<file path="src/rtl/sadma_pkg.sv">
package sadma_pkg;
    typedef enum logic [1:0] {
        ST_IDLE   = 2'd0,
        ST_READ   = 2'd1,
        ST_WRITE  = 2'd2,
        ST_UPDATE = 2'd3
    } state_t;

    typedef enum logic [1:0] {
        MODE_SEQ   = 2'd0,
        MODE_FIXED = 2'd1,
        MODE_RPT   = 2'd2,
        MODE_SEQ2  = 2'd3
    } mode_t;
endpackage

</file>
<file path="src/rtl/sadma_fsm.sv">
module sadma_fsm
    import sadma_pkg::*;
(
    input  logic   clk,
    input  logic   rst_n,
    input  logic   go,
    output state_t state,
    output logic   in_idle,
    output logic   do_rd,
    output logic   do_wr,
    output logic   do_upd
);
    state_t state_q, state_d;

    // next-state logic
    always_comb begin
        state_d = state_q;
        unique case (state_q)
            ST_IDLE:   if (go) state_d = ST_READ;
            ST_READ:   state_d = ST_WRITE;
            ST_WRITE:  state_d = ST_UPDATE;
            ST_UPDATE: state_d = ST_IDLE;
        endcase
    end

    // state register
    always_ff @(posedge clk or negedge rst_n) begin
        if (!rst_n) state_q <= ST_IDLE;
        else        state_q <= state_d;
    end

    // outputs decoded from the state
    always_comb begin
        in_idle = 1'b0;
        do_rd   = 1'b0;
        do_wr   = 1'b0;
        do_upd  = 1'b0;
        unique case (state_q)
            ST_IDLE:   in_idle = 1'b1;
            ST_READ:   do_rd   = 1'b1;
            ST_WRITE:  do_wr   = 1'b1;
            ST_UPDATE: do_upd  = 1'b1;
        endcase
    end

    assign state = state_q;
endmodule

</file>
<file path="src/rtl/sadma_addr.sv">
module sadma_addr #(
    parameter int AW = 16
) (
    input  logic          clk,
    input  logic          rst_n,
    input  logic          load,
    input  logic [AW-1:0] load_val,
    input  logic          upd,
    input  logic          reload,
    input  logic          fixed,
    input  logic          word,
    input  logic          dec,
    output logic [AW-1:0] addr
);
    logic [AW-1:0] addr_q, shadow_q, step, stepped;

    assign step    = word ? AW'(2) : AW'(1);
    assign stepped = dec ? (addr_q - step) : (addr_q + step);

    always_ff @(posedge clk or negedge rst_n) begin
        if (!rst_n) begin
            addr_q   <= '0;
            shadow_q <= '0;
        end else if (load) begin
            addr_q   <= load_val;
            shadow_q <= load_val;
        end else if (upd) begin
            if (reload)      addr_q <= shadow_q;
            else if (!fixed) addr_q <= stepped;
        end
    end

    assign addr = addr_q;
endmodule

</file>
<file path="src/rtl/sadma_count.sv">
module sadma_count #(
    parameter int CW = 16,
    parameter int RW = 8
) (
    input  logic          clk,
    input  logic          rst_n,
    input  logic          load,
    input  logic [CW-1:0] load_val,
    input  logic          upd,
    input  logic          rpt,
    output logic          last,
    output logic [CW-1:0] count
);
    logic [CW-1:0] cnt_q;
    logic [RW-1:0] shadow_q;

    // the transfer now under way is the last of the run or of the block
    assign last = rpt ? (cnt_q[RW-1:0] == RW'(1)) : (cnt_q == CW'(1));

    always_ff @(posedge clk or negedge rst_n) begin
        if (!rst_n) begin
            cnt_q    <= '0;
            shadow_q <= '0;
        end else if (load) begin
            cnt_q    <= load_val;
            shadow_q <= load_val[RW-1:0];
        end else if (upd) begin
            if (rpt) begin
                if (last) cnt_q[RW-1:0] <= shadow_q;
                else      cnt_q[RW-1:0] <= cnt_q[RW-1:0] - RW'(1);
            end else begin
                cnt_q <= cnt_q - CW'(1);
            end
        end
    end

    assign count = cnt_q;
endmodule

</file>
<file path="src/rtl/sadma_channel.sv">
module sadma_channel
    import sadma_pkg::*;
#(
    parameter int AW = 16,
    parameter int CW = 16,
    parameter int RW = 8
) (
    input  logic          clk,
    input  logic          rst_n,
    input  logic          cfg_wr,
    input  logic          cfg_en,
    input  logic [1:0]    cfg_mode,
    input  logic          cfg_word,
    input  logic          cfg_dec,
    input  logic          cfg_to_mem,
    input  logic [AW-1:0] cfg_mem_addr,
    input  logic [AW-1:0] cfg_io_addr,
    input  logic [CW-1:0] cfg_count,
    input  logic          req_i,
    output logic          bus_rd,
    output logic          bus_wr,
    output logic          bus_word,
    output logic [AW-1:0] bus_addr,
    output logic [15:0]   bus_wdata,
    input  logic [15:0]   bus_rdata,
    output logic          done_o,
    output logic          err_o,
    output logic          en_o,
    output logic [AW-1:0] addr_o,
    output logic [CW-1:0] count_o
);
    localparam int DW = 16;

    mode_t         mode_q;
    logic          en_q, err_q, pend_q, word_q, dec_q, tomem_q;
    logic [AW-1:0] io_q, mem_addr;
    logic [DW-1:0] data_q;
    logic          in_idle, do_rd, do_wr, do_upd;
    logic          want, misalign, go, fault, last, done, is_rpt, is_fixed;
    state_t        state;

    assign is_rpt   = (mode_q == MODE_RPT);
    assign is_fixed = (mode_q == MODE_FIXED);
    assign want     = en_q && (pend_q || req_i);
    assign misalign = word_q && mem_addr[0];
    assign go       = in_idle && want && !misalign;
    assign fault    = in_idle && want && misalign;
    assign done     = do_upd && last && !is_rpt;

    sadma_fsm u_fsm (
        .clk     (clk),
        .rst_n   (rst_n),
        .go      (go),
        .state   (state),
        .in_idle (in_idle),
        .do_rd   (do_rd),
        .do_wr   (do_wr),
        .do_upd  (do_upd)
    );

    sadma_addr #(.AW(AW)) u_addr (
        .clk      (clk),
        .rst_n    (rst_n),
        .load     (cfg_wr),
        .load_val (cfg_mem_addr),
        .upd      (do_upd),
        .reload   (is_rpt && last),
        .fixed    (is_fixed),
        .word     (word_q),
        .dec      (dec_q),
        .addr     (mem_addr)
    );

    sadma_count #(.CW(CW), .RW(RW)) u_count (
        .clk      (clk),
        .rst_n    (rst_n),
        .load     (cfg_wr),
        .load_val (cfg_count),
        .upd      (do_upd),
        .rpt      (is_rpt),
        .last     (last),
        .count    (count_o)
    );

    // configuration, enable, error and pending request
    always_ff @(posedge clk or negedge rst_n) begin
        if (!rst_n) begin
            en_q    <= 1'b0;
            err_q   <= 1'b0;
            pend_q  <= 1'b0;
            mode_q  <= MODE_SEQ;
            word_q  <= 1'b0;
            dec_q   <= 1'b0;
            tomem_q <= 1'b0;
            io_q    <= '0;
        end else if (cfg_wr) begin
            en_q    <= cfg_en;
            err_q   <= 1'b0;
            pend_q  <= 1'b0;
            mode_q  <= mode_t'(cfg_mode);
            word_q  <= cfg_word;
            dec_q   <= cfg_dec;
            tomem_q <= cfg_to_mem;
            io_q    <= cfg_io_addr;
        end else begin
            if (fault) begin
                en_q   <= 1'b0;
                err_q  <= 1'b1;
                pend_q <= 1'b0;
            end else if (done) begin
                en_q   <= 1'b0;
                pend_q <= 1'b0;
            end else if (go) begin
                pend_q <= 1'b0;
            end else if (req_i && en_q) begin
                pend_q <= 1'b1;
            end
        end
    end

    // read data capture
    always_ff @(posedge clk or negedge rst_n) begin
        if (!rst_n)     data_q <= '0;
        else if (do_rd) data_q <= word_q ? bus_rdata : {8'h00, bus_rdata[7:0]};
    end

    // bus drive
    always_comb begin
        bus_rd    = do_rd;
        bus_wr    = do_wr;
        bus_word  = word_q;
        bus_wdata = data_q;
        bus_addr  = '0;
        if (do_rd)      bus_addr = tomem_q ? io_q : mem_addr;
        else if (do_wr) bus_addr = tomem_q ? mem_addr : io_q;
    end

    assign done_o = done;
    assign err_o  = err_q;
    assign en_o   = en_q;
    assign addr_o = mem_addr;
endmodule

</file>
<file path="config.mk">
export PLATFORM = sky130hd
export DESIGN_NAME = sadma_channel
export DESIGN_NICKNAME = d
export VERILOG_FILES = /design/src/rtl/sadma_pkg.sv /design/src/rtl/sadma_fsm.sv /design/src/rtl/sadma_addr.sv /design/src/rtl/sadma_count.sv /design/src/rtl/sadma_channel.sv
export SDC_FILE = /design/constraint.sdc
export NUM_CORES = 1
export LEC_CHECK = 0
export BUFFER_PORTS_ARGS = -buffer_cell sky130_fd_sc_hd__buf_2
export CAP_MARGIN = 5
export CORE_MARGIN = 2
export CORE_UTILIZATION = 40
export CTS_BUF_LIST = sky130_fd_sc_hd__clkbuf_4
export DETAILED_ROUTE_END_ITERATION = 16
export PLACE_DENSITY = 0.69
export SETUP_SLACK_MARGIN = 0.3
export SLEW_MARGIN = 20
export SYNTH_ARGS = -nofsm -noshare
export SYNTH_HDL_FRONTEND = slang
export SYNTH_SLANG_ARGS = --single-unit
</file>
<file path="constraint.sdc">
create_clock -name clk -period 2.8 [get_ports clk]
set_clock_uncertainty 0.1 [all_clocks]
set_input_delay 0.14 -clock clk [delete_from_list [all_inputs] [get_ports clk]]
set_output_delay 0.14 -clock clk [all_outputs]
set_load 0.01 [all_outputs]
</file>
==> Word-level counts from Yosys, hierarchy flattened <==
Index checks and enable logic that the tools add are counted.
{ "word_totals": {"ff_bits": 98, "in_bits": 74, "out_inout_bits": 70} }
{ "op_classes": {"addsub": 4, "eq_ne": 10, "n_mux": 33, "n_reduce_logical": 19} }
{ "ops": {"columns": ["cell", "count"], "rows": [
  ["$mux 16", 12],
  ["$mux 8", 3],
  ["$add 16x16->16", 1],
  ["$eq 16x1->1 const B", 1],
  ["$sub 16x1->16 const B", 1],
  ["$sub 16x16->16", 1],
  ["$mux 1", 15],
  ["$logic_and 1x1->1", 9],
  ["$eq 8x1->1 const B", 1],
  ["$pmux 2 s4", 1],
  ["$sub 8x1->8 const B", 1],
  ["$eq 2x2->1 const B", 3],
  ["$reduce_bool 5->1", 1],
  ["$eq 2x1->1 const B", 2],
  ["$mux 2", 2],
  ["$ne 2x2->1 const B", 2],
  ["$reduce_and 2->1", 2],
  ["$reduce_bool 2->1", 2],
  ["$ne 3x2->1 const B", 1],
  ["$reduce_bool 3->1", 1],
  ["$logic_not 1->1", 2],
  ["$logic_not 2->1", 1],
  ["$logic_or 1x1->1", 1]
]} }

==> Longest topological paths before layout <==
{ "logic_depth": {"depth_word": 8, "mapped_depth": 11, "ltp_nobuf": 11} }

==> By module <==
Synthesis repeated with hierarchy kept, for this count alone.
{ "unflattened": {"hier_cells": 623, "hier_area_um2": 6035.8} }
{ "modules_own_cells": {"columns": ["mod", "instances", "cells_per_inst", "area_each_um2"], "rows": [
  ["sadma_addr", 1, 263, 2323.5],
  ["sadma_channel", 1, 203, 2197.1],
  ["sadma_count", 1, 144, 1373.8],
  ["sadma_fsm", 1, 13, 141.4]
]} }

==> Worst setup path before layout <==
OpenSTA, ideal clock, no wires.
{ "synth_path": {"path_kind": "register to register", "from": "register dec_q", "to": "register u_addr.addr_q[10] (netlist: u_addr.addr[10])", "t_arrival_ps": 2145, "required_ps": 2623, "setup_slack_ps": 477, "path_stages_with_launch": 10, "path_buffers": 0, "synth_period_minus_slack_ps": 2323, "path_cell_list": "dfrtp_1 -> nand2_1 -> fa_1 -> nor2b_1 -> o31a_1 -> o21bai_1 -> a21oi_1 -> o31ai_1 -> a211o_1 -> a21oi_1"} }
{ "synth_via": {"elab_chain_cells": 5} }
{ "synth_lines": {"columns": ["item", "line_no", "source"], "rows": [
  ["from (decl)", "sadma_channel.sv:35", "logic en_q, err_q, pend_q, word_q, dec_q, tomem_q;"],
  ["from (signal assigned)", "sadma_channel.sv:102", "dec_q <= cfg_dec;"],
  ["$mux 16", "sadma_addr.sv:18", "assign stepped = dec ? (addr_q - step) : (addr_q + step);"],
  ["$mux 16", "sadma_addr.sv:29", "else if (!fixed) addr_q <= stepped;"],
  ["$mux 16", "sadma_addr.sv:28", "if (reload) addr_q <= shadow_q;"],
  ["$mux 16", "sadma_addr.sv:27", "end else if (upd) begin"],
  ["$mux 16", "sadma_addr.sv:24", "end else if (load) begin"],
  ["to (signal assigned)", "sadma_addr.sv:25", "addr_q <= load_val;"],
  ["to (signal assigned)", "sadma_addr.sv:28", null],
  ["to (signal assigned)", "sadma_addr.sv:29", null],
  ["to (decl)", "sadma_addr.sv:15", "logic [AW-1:0] addr_q, shadow_q, step, stepped;"]
]} }
No other way between the ends. The select of a mux whose other input is x is not followed.
A chain may end at the register's enable or synchronous reset.

==> Final worst setup path <==
{ "layout_path": {"from": "register u_count.cnt_q[1] (netlist: u_count.count[1])", "to": "output port done_o"} }
{ "layout_via": {"elab_chain_cells": 4, "elab_cells_between_ends": 5, "classes_between": "eq/ne (2); mux (1); reduce/logical (2)"} }
{ "layout_lines": {"columns": ["item", "line_no", "source"], "rows": [
  ["from (decl)", "sadma_count.sv:14", "logic [CW-1:0] cnt_q;"],
  ["from (signal assigned)", "sadma_count.sv:25", "cnt_q <= load_val;"],
  ["from (signal, indexed assignment)", "sadma_count.sv:29", "if (last) cnt_q[RW-1:0] <= shadow_q;"],
  ["from (signal, indexed assignment)", "sadma_count.sv:30", "else cnt_q[RW-1:0] <= cnt_q[RW-1:0] - RW'(1);"],
  ["$eq 16x1->1 / $eq 8x1->1 (equally long branches)", "sadma_count.sv:18", "assign last = rpt ? (cnt_q[RW-1:0] == RW'(1)) : (cnt_q == CW'(1));"],
  ["$mux 1 (*)", "sadma_count.sv:18", null],
  ["$logic_and 1x1->1 (*) (2 in series)", "sadma_channel.sv:48", "assign done = do_upd && last && !is_rpt;"],
  ["to (decl)", "sadma_channel.sv:26", "output logic done_o,"]
]} }
Every way passes the cells marked *; elsewhere a longest branch is shown, timed or not.

==> results.json <==
{
  "fp.dieArea_um2": 14840,
  "grt_pass1_vias": 4906,
  "synth_top_cell_area_share_pct": 44.17,
  "dr.pass1.iters": 5,
  "rows": 43,
  "num_io_pins": 144,
  "criticalPathCategory": "reg -> out",
  "met1_usage_pct": 29.61,
  "ys_seq_area_share_pct": 44.17,
  "min_from": "cfg_wr",
  "drv_slew": 0,
  "cts_made_buffers": 9,
  "crit_chain": "inv_2, ha_4, nor4b_4, nand2_1, or3_4, nor3_4, buf_2",
  "hold_depth": 2,
  "worst_pin_slew_ns": 0.6077,
  "worst_slack_ns": 0.3639,
  "dpl.hpwl_um": 10860,
  "crit_required_ns": 2.56,
  "crit_path_max_incr_delay_ns": 0.44,
  "yosysMostFrequentCell": "dfrtp_1",
  "synth_ff_type": "dfrtp_1",
  "r2r-end": "u_addr.addr[10]$_DFFE_PN0P_",
  "r2r_setup_slack_ns": 0.42,
  "setup_viol": 0,
  "synth.distinct_cells": 57,
  "synth-async-reset-ratio_pct": 100.0,
  "cts_root_buf": "clkbuf_4",
  "fmax_ghz": 0.4105,
  "rsz0062_at_grt": "yes",
  "cts_buffer_depth": 2,
  "syn_nets": 661,
  "die_w_um": 121.8,
  "synth_top_cell_by_area": "dfrtp_1",
  "met2_usage_pct": 34.18,
  "top_usage_layer": "met2",
  "stdcell_area_um2": 7551,
  "synthTopCellsByArea": "dfrtp_1 44%, mux2_2 9.1%, mux2i_1 6.1%",
  "whs_endpoint": "u_count.count[1]$_DFFE_PN0P_",
  "place_congestion": 0.9494,
  "fill_cells": 1174,
  "clock-sinks": 98,
  "cap_violations": 0,
  "io_buffers": 143,
  "cellLeakagePower_nw": 3.497,
  "vias_per_cell": 5.406,
  "yosys-top-cells-count": "98 x dfrtp_1, 58 x nand2_1, 55 x o21ai_0, 45 x mux2_2",
  "wl_per_cell_um": 16.22,
  "critPathMaxFanout": 3,
  "area_delta_synth_final_pct": 36.02,
  "r2r-start": "u_addr.addr[0]$_DFFE_PN0P_",
  "synth_edf_count": 0,
  "syn_avg_cell_area_um2": 9.826,
  "met3_usage_pct": 3.605,
  "drc_errors": 0,
  "initial_utilization_pct": 40.47,
  "critPathLaunchType": "flip-flop",
  "core-area_um2": 13720,
  "cp_data_arrival_time_ns": 2.20,
  "vdd_ir_drop_max_uv": 312.5,
  "hp-class": "in -> reg",
  "antenna_found_initial": 0,
  "insertion_delay_ns": 0.47,
  "drt-total-wl_um": 15750,
  "status": "completed",
  "die_h_um": 121.8,
  "antenna_cells": 0,
  "p_per_area_nw_per_um2": 735.8,
  "clk_pin_slew_ns": 0.14,
  "endpoint_kind": "output pin",
  "syn_inst": 565,
  "relSlewSlack_pct": 59.34,
  "layout-drive-gt1-share_pct": 31.35,
  "period_needed_ns": 2.436,
  "grt_pass1_wl_um": 25210,
  "period_share_pct": 87.00,
  "grt_max_degree": 58,
  "setup_tns_ns": 0,
  "num_vias": 5249,
  "placed_area_um2": 6484,
  "grt-ovfl-total": 0,
  "htreeDepth": 3,
  "ant_nets": 0,
  "grt_usage_pct": 21.51,
  "synth-seq-cells": 98,
  "yosysWarnings": 0,
  "drt_iter0_drc": 233,
  "hold_viol_final": 0,
  "worst-r2r-cell-count": 10,
  "syn-cell-area_um2": 5552,
  "cts_tree": "done",
  "pre_cts_ws_ns": 0.3223,
  "fin_nets": 884,
  "crit_slowest_cell": "dfrtp_1"
}
## how the worst max path moves through the flow
stage / start / to / slack, ns / cells past startpoint
after floorplan: dec_q$_DFFE_PN0P_ / u_addr.addr[10]$_DFFE_PN0P_ / 0.48 / 9
after global placement: u_addr.addr[0]$_DFFE_PN0P_ / u_addr.addr[10]$_DFFE_PN0P_ / 0.47 / 10
after detailed placement: bus_word$_DFFE_PN0P_ / u_addr.addr[13]$_DFFE_PN0P_ / 0.32 / 11
after CTS: u_count.count[1]$_DFFE_PN0P_ / done_o / 0.28 / 7
after global routing: u_count.count[1]$_DFFE_PN0P_ / done_o / 0.26 / 7
final: u_count.count[1]$_DFFE_PN0P_ / done_o / 0.36 / 7
## cells in the final DEF, fill, tap and decap left out, drive strengths merged, types with 3 or more instances in the layout
master and instances:
nor2b 3, a22o 9, clkbuf 9, xor2 9, xnor2 7, o211ai 3
a22oi 5, buf 166, a31oi 7, dfrtp 98, nand3 5, o221ai 3
o31ai 3, inv 20, a21oi 36, or3 6, nor4 3, mux2i 34
ha 21, dlygate4sd3 74, nand2b 5, clkinv 4, nor2 36, mux2 45
o21ai 59, nand2 58, nor3 11, o22ai 21
## timing repair
item / CTS / global route
setup endpoints to repair: 9 / 10
gates resized for setup: 7 / 19
gates cloned: 0 / 0
buffers inserted: 0 / 12
endpoints found under the hold margin: 137 / 0
hold buffers: 74 / 0
pin swaps: 0 / 4
## routing by layer
metal | share of wire [%] | vias to the layer above | wire [um]
met3 | 5.9 | 18 | 927
met2 | 48 | 186 | 7589
met5 | 0 | - | 0
met1 | 44 | 2538 | 6969
li1 | - | 2507 | -
met4 | 1.7 | 0 | 265
## cell families after synthesis
group	after synthesis	synth area share [%]
simple gates	137	11.67
buf+inv	49	3.403
compound gates	164	17.87
fa+ha+maj	22	5.094
xor+xnor	16	2.524
mux	79	15.26
flops	98	44.17
## sequential cells by signal, indices dropped and copies added (netlist names)
name              count
bus_wdata            16
bus_word              1
dec_q                 1
en_o                  1
err_o                 1
io_q                 16
mode_q                2
pend_q                1
tomem_q               1
u_addr.addr          16
u_addr.shadow_q      16
u_count.count        16
u_count.shadow_q      8
u_fsm.state           2
## metrics by stage
step / util, % / std cells / total power, W / hold WS, ns
floorplan: - / 565 / 0.003648 / -0.2556
global placement: 47.26 / 871 / 0.004467 / 0.06085
detailed placement: 47.26 / 871 / 0.004542 / 0.07000
CTS: 53.98 / 959 / 0.005475 / 0.003769
global route: 55.04 / 971 / 0.005961 / 0.02151
finish: 55.04 / 971 / 0.005556 / 0.03330
## where the power goes
group / switching [W] / internal (W) / total [W] / leakage, nW
combinational: 0.00144 / 0.00125 / 0.00269 / 2.25
sequential: 0.000329 / 0.00172 / 0.00205 / 1.17
clock: 0.000473 / 0.000345 / 0.000818 / 0.0744
total: 0.00224 / 0.00331 / 0.00556 / 3.50
## cell type report
| cell class | count | area [um^2] | share of cell area (%) |
|---|---|---|---|
| clock inverters | 5 | 71.32 | 0.9445 |
| repair buffers | 240 | 1654 | 21.91 |
| flip-flops and latches | 98 | 2457 | 32.54 |
| well taps | 180 | 225.2 | 2.983 |
| multi-input cells | 418 | 2997 | 39.69 |
| clock buffers | 9 | 67.56 | 0.8948 |
| inverters | 21 | 78.83 | 1.044 |
## worst max-delay path: cells and delay by family (launching register included)
kind | cells | cell delay [ns]
DFF | 1 | 0.44
buffers and inverters | 2 | 0.26
adders and majority gates | 1 | 0.12
and+or+nand+nor | 4 | 0.91
Note: power is estimated with default switching activity, not from simulation.
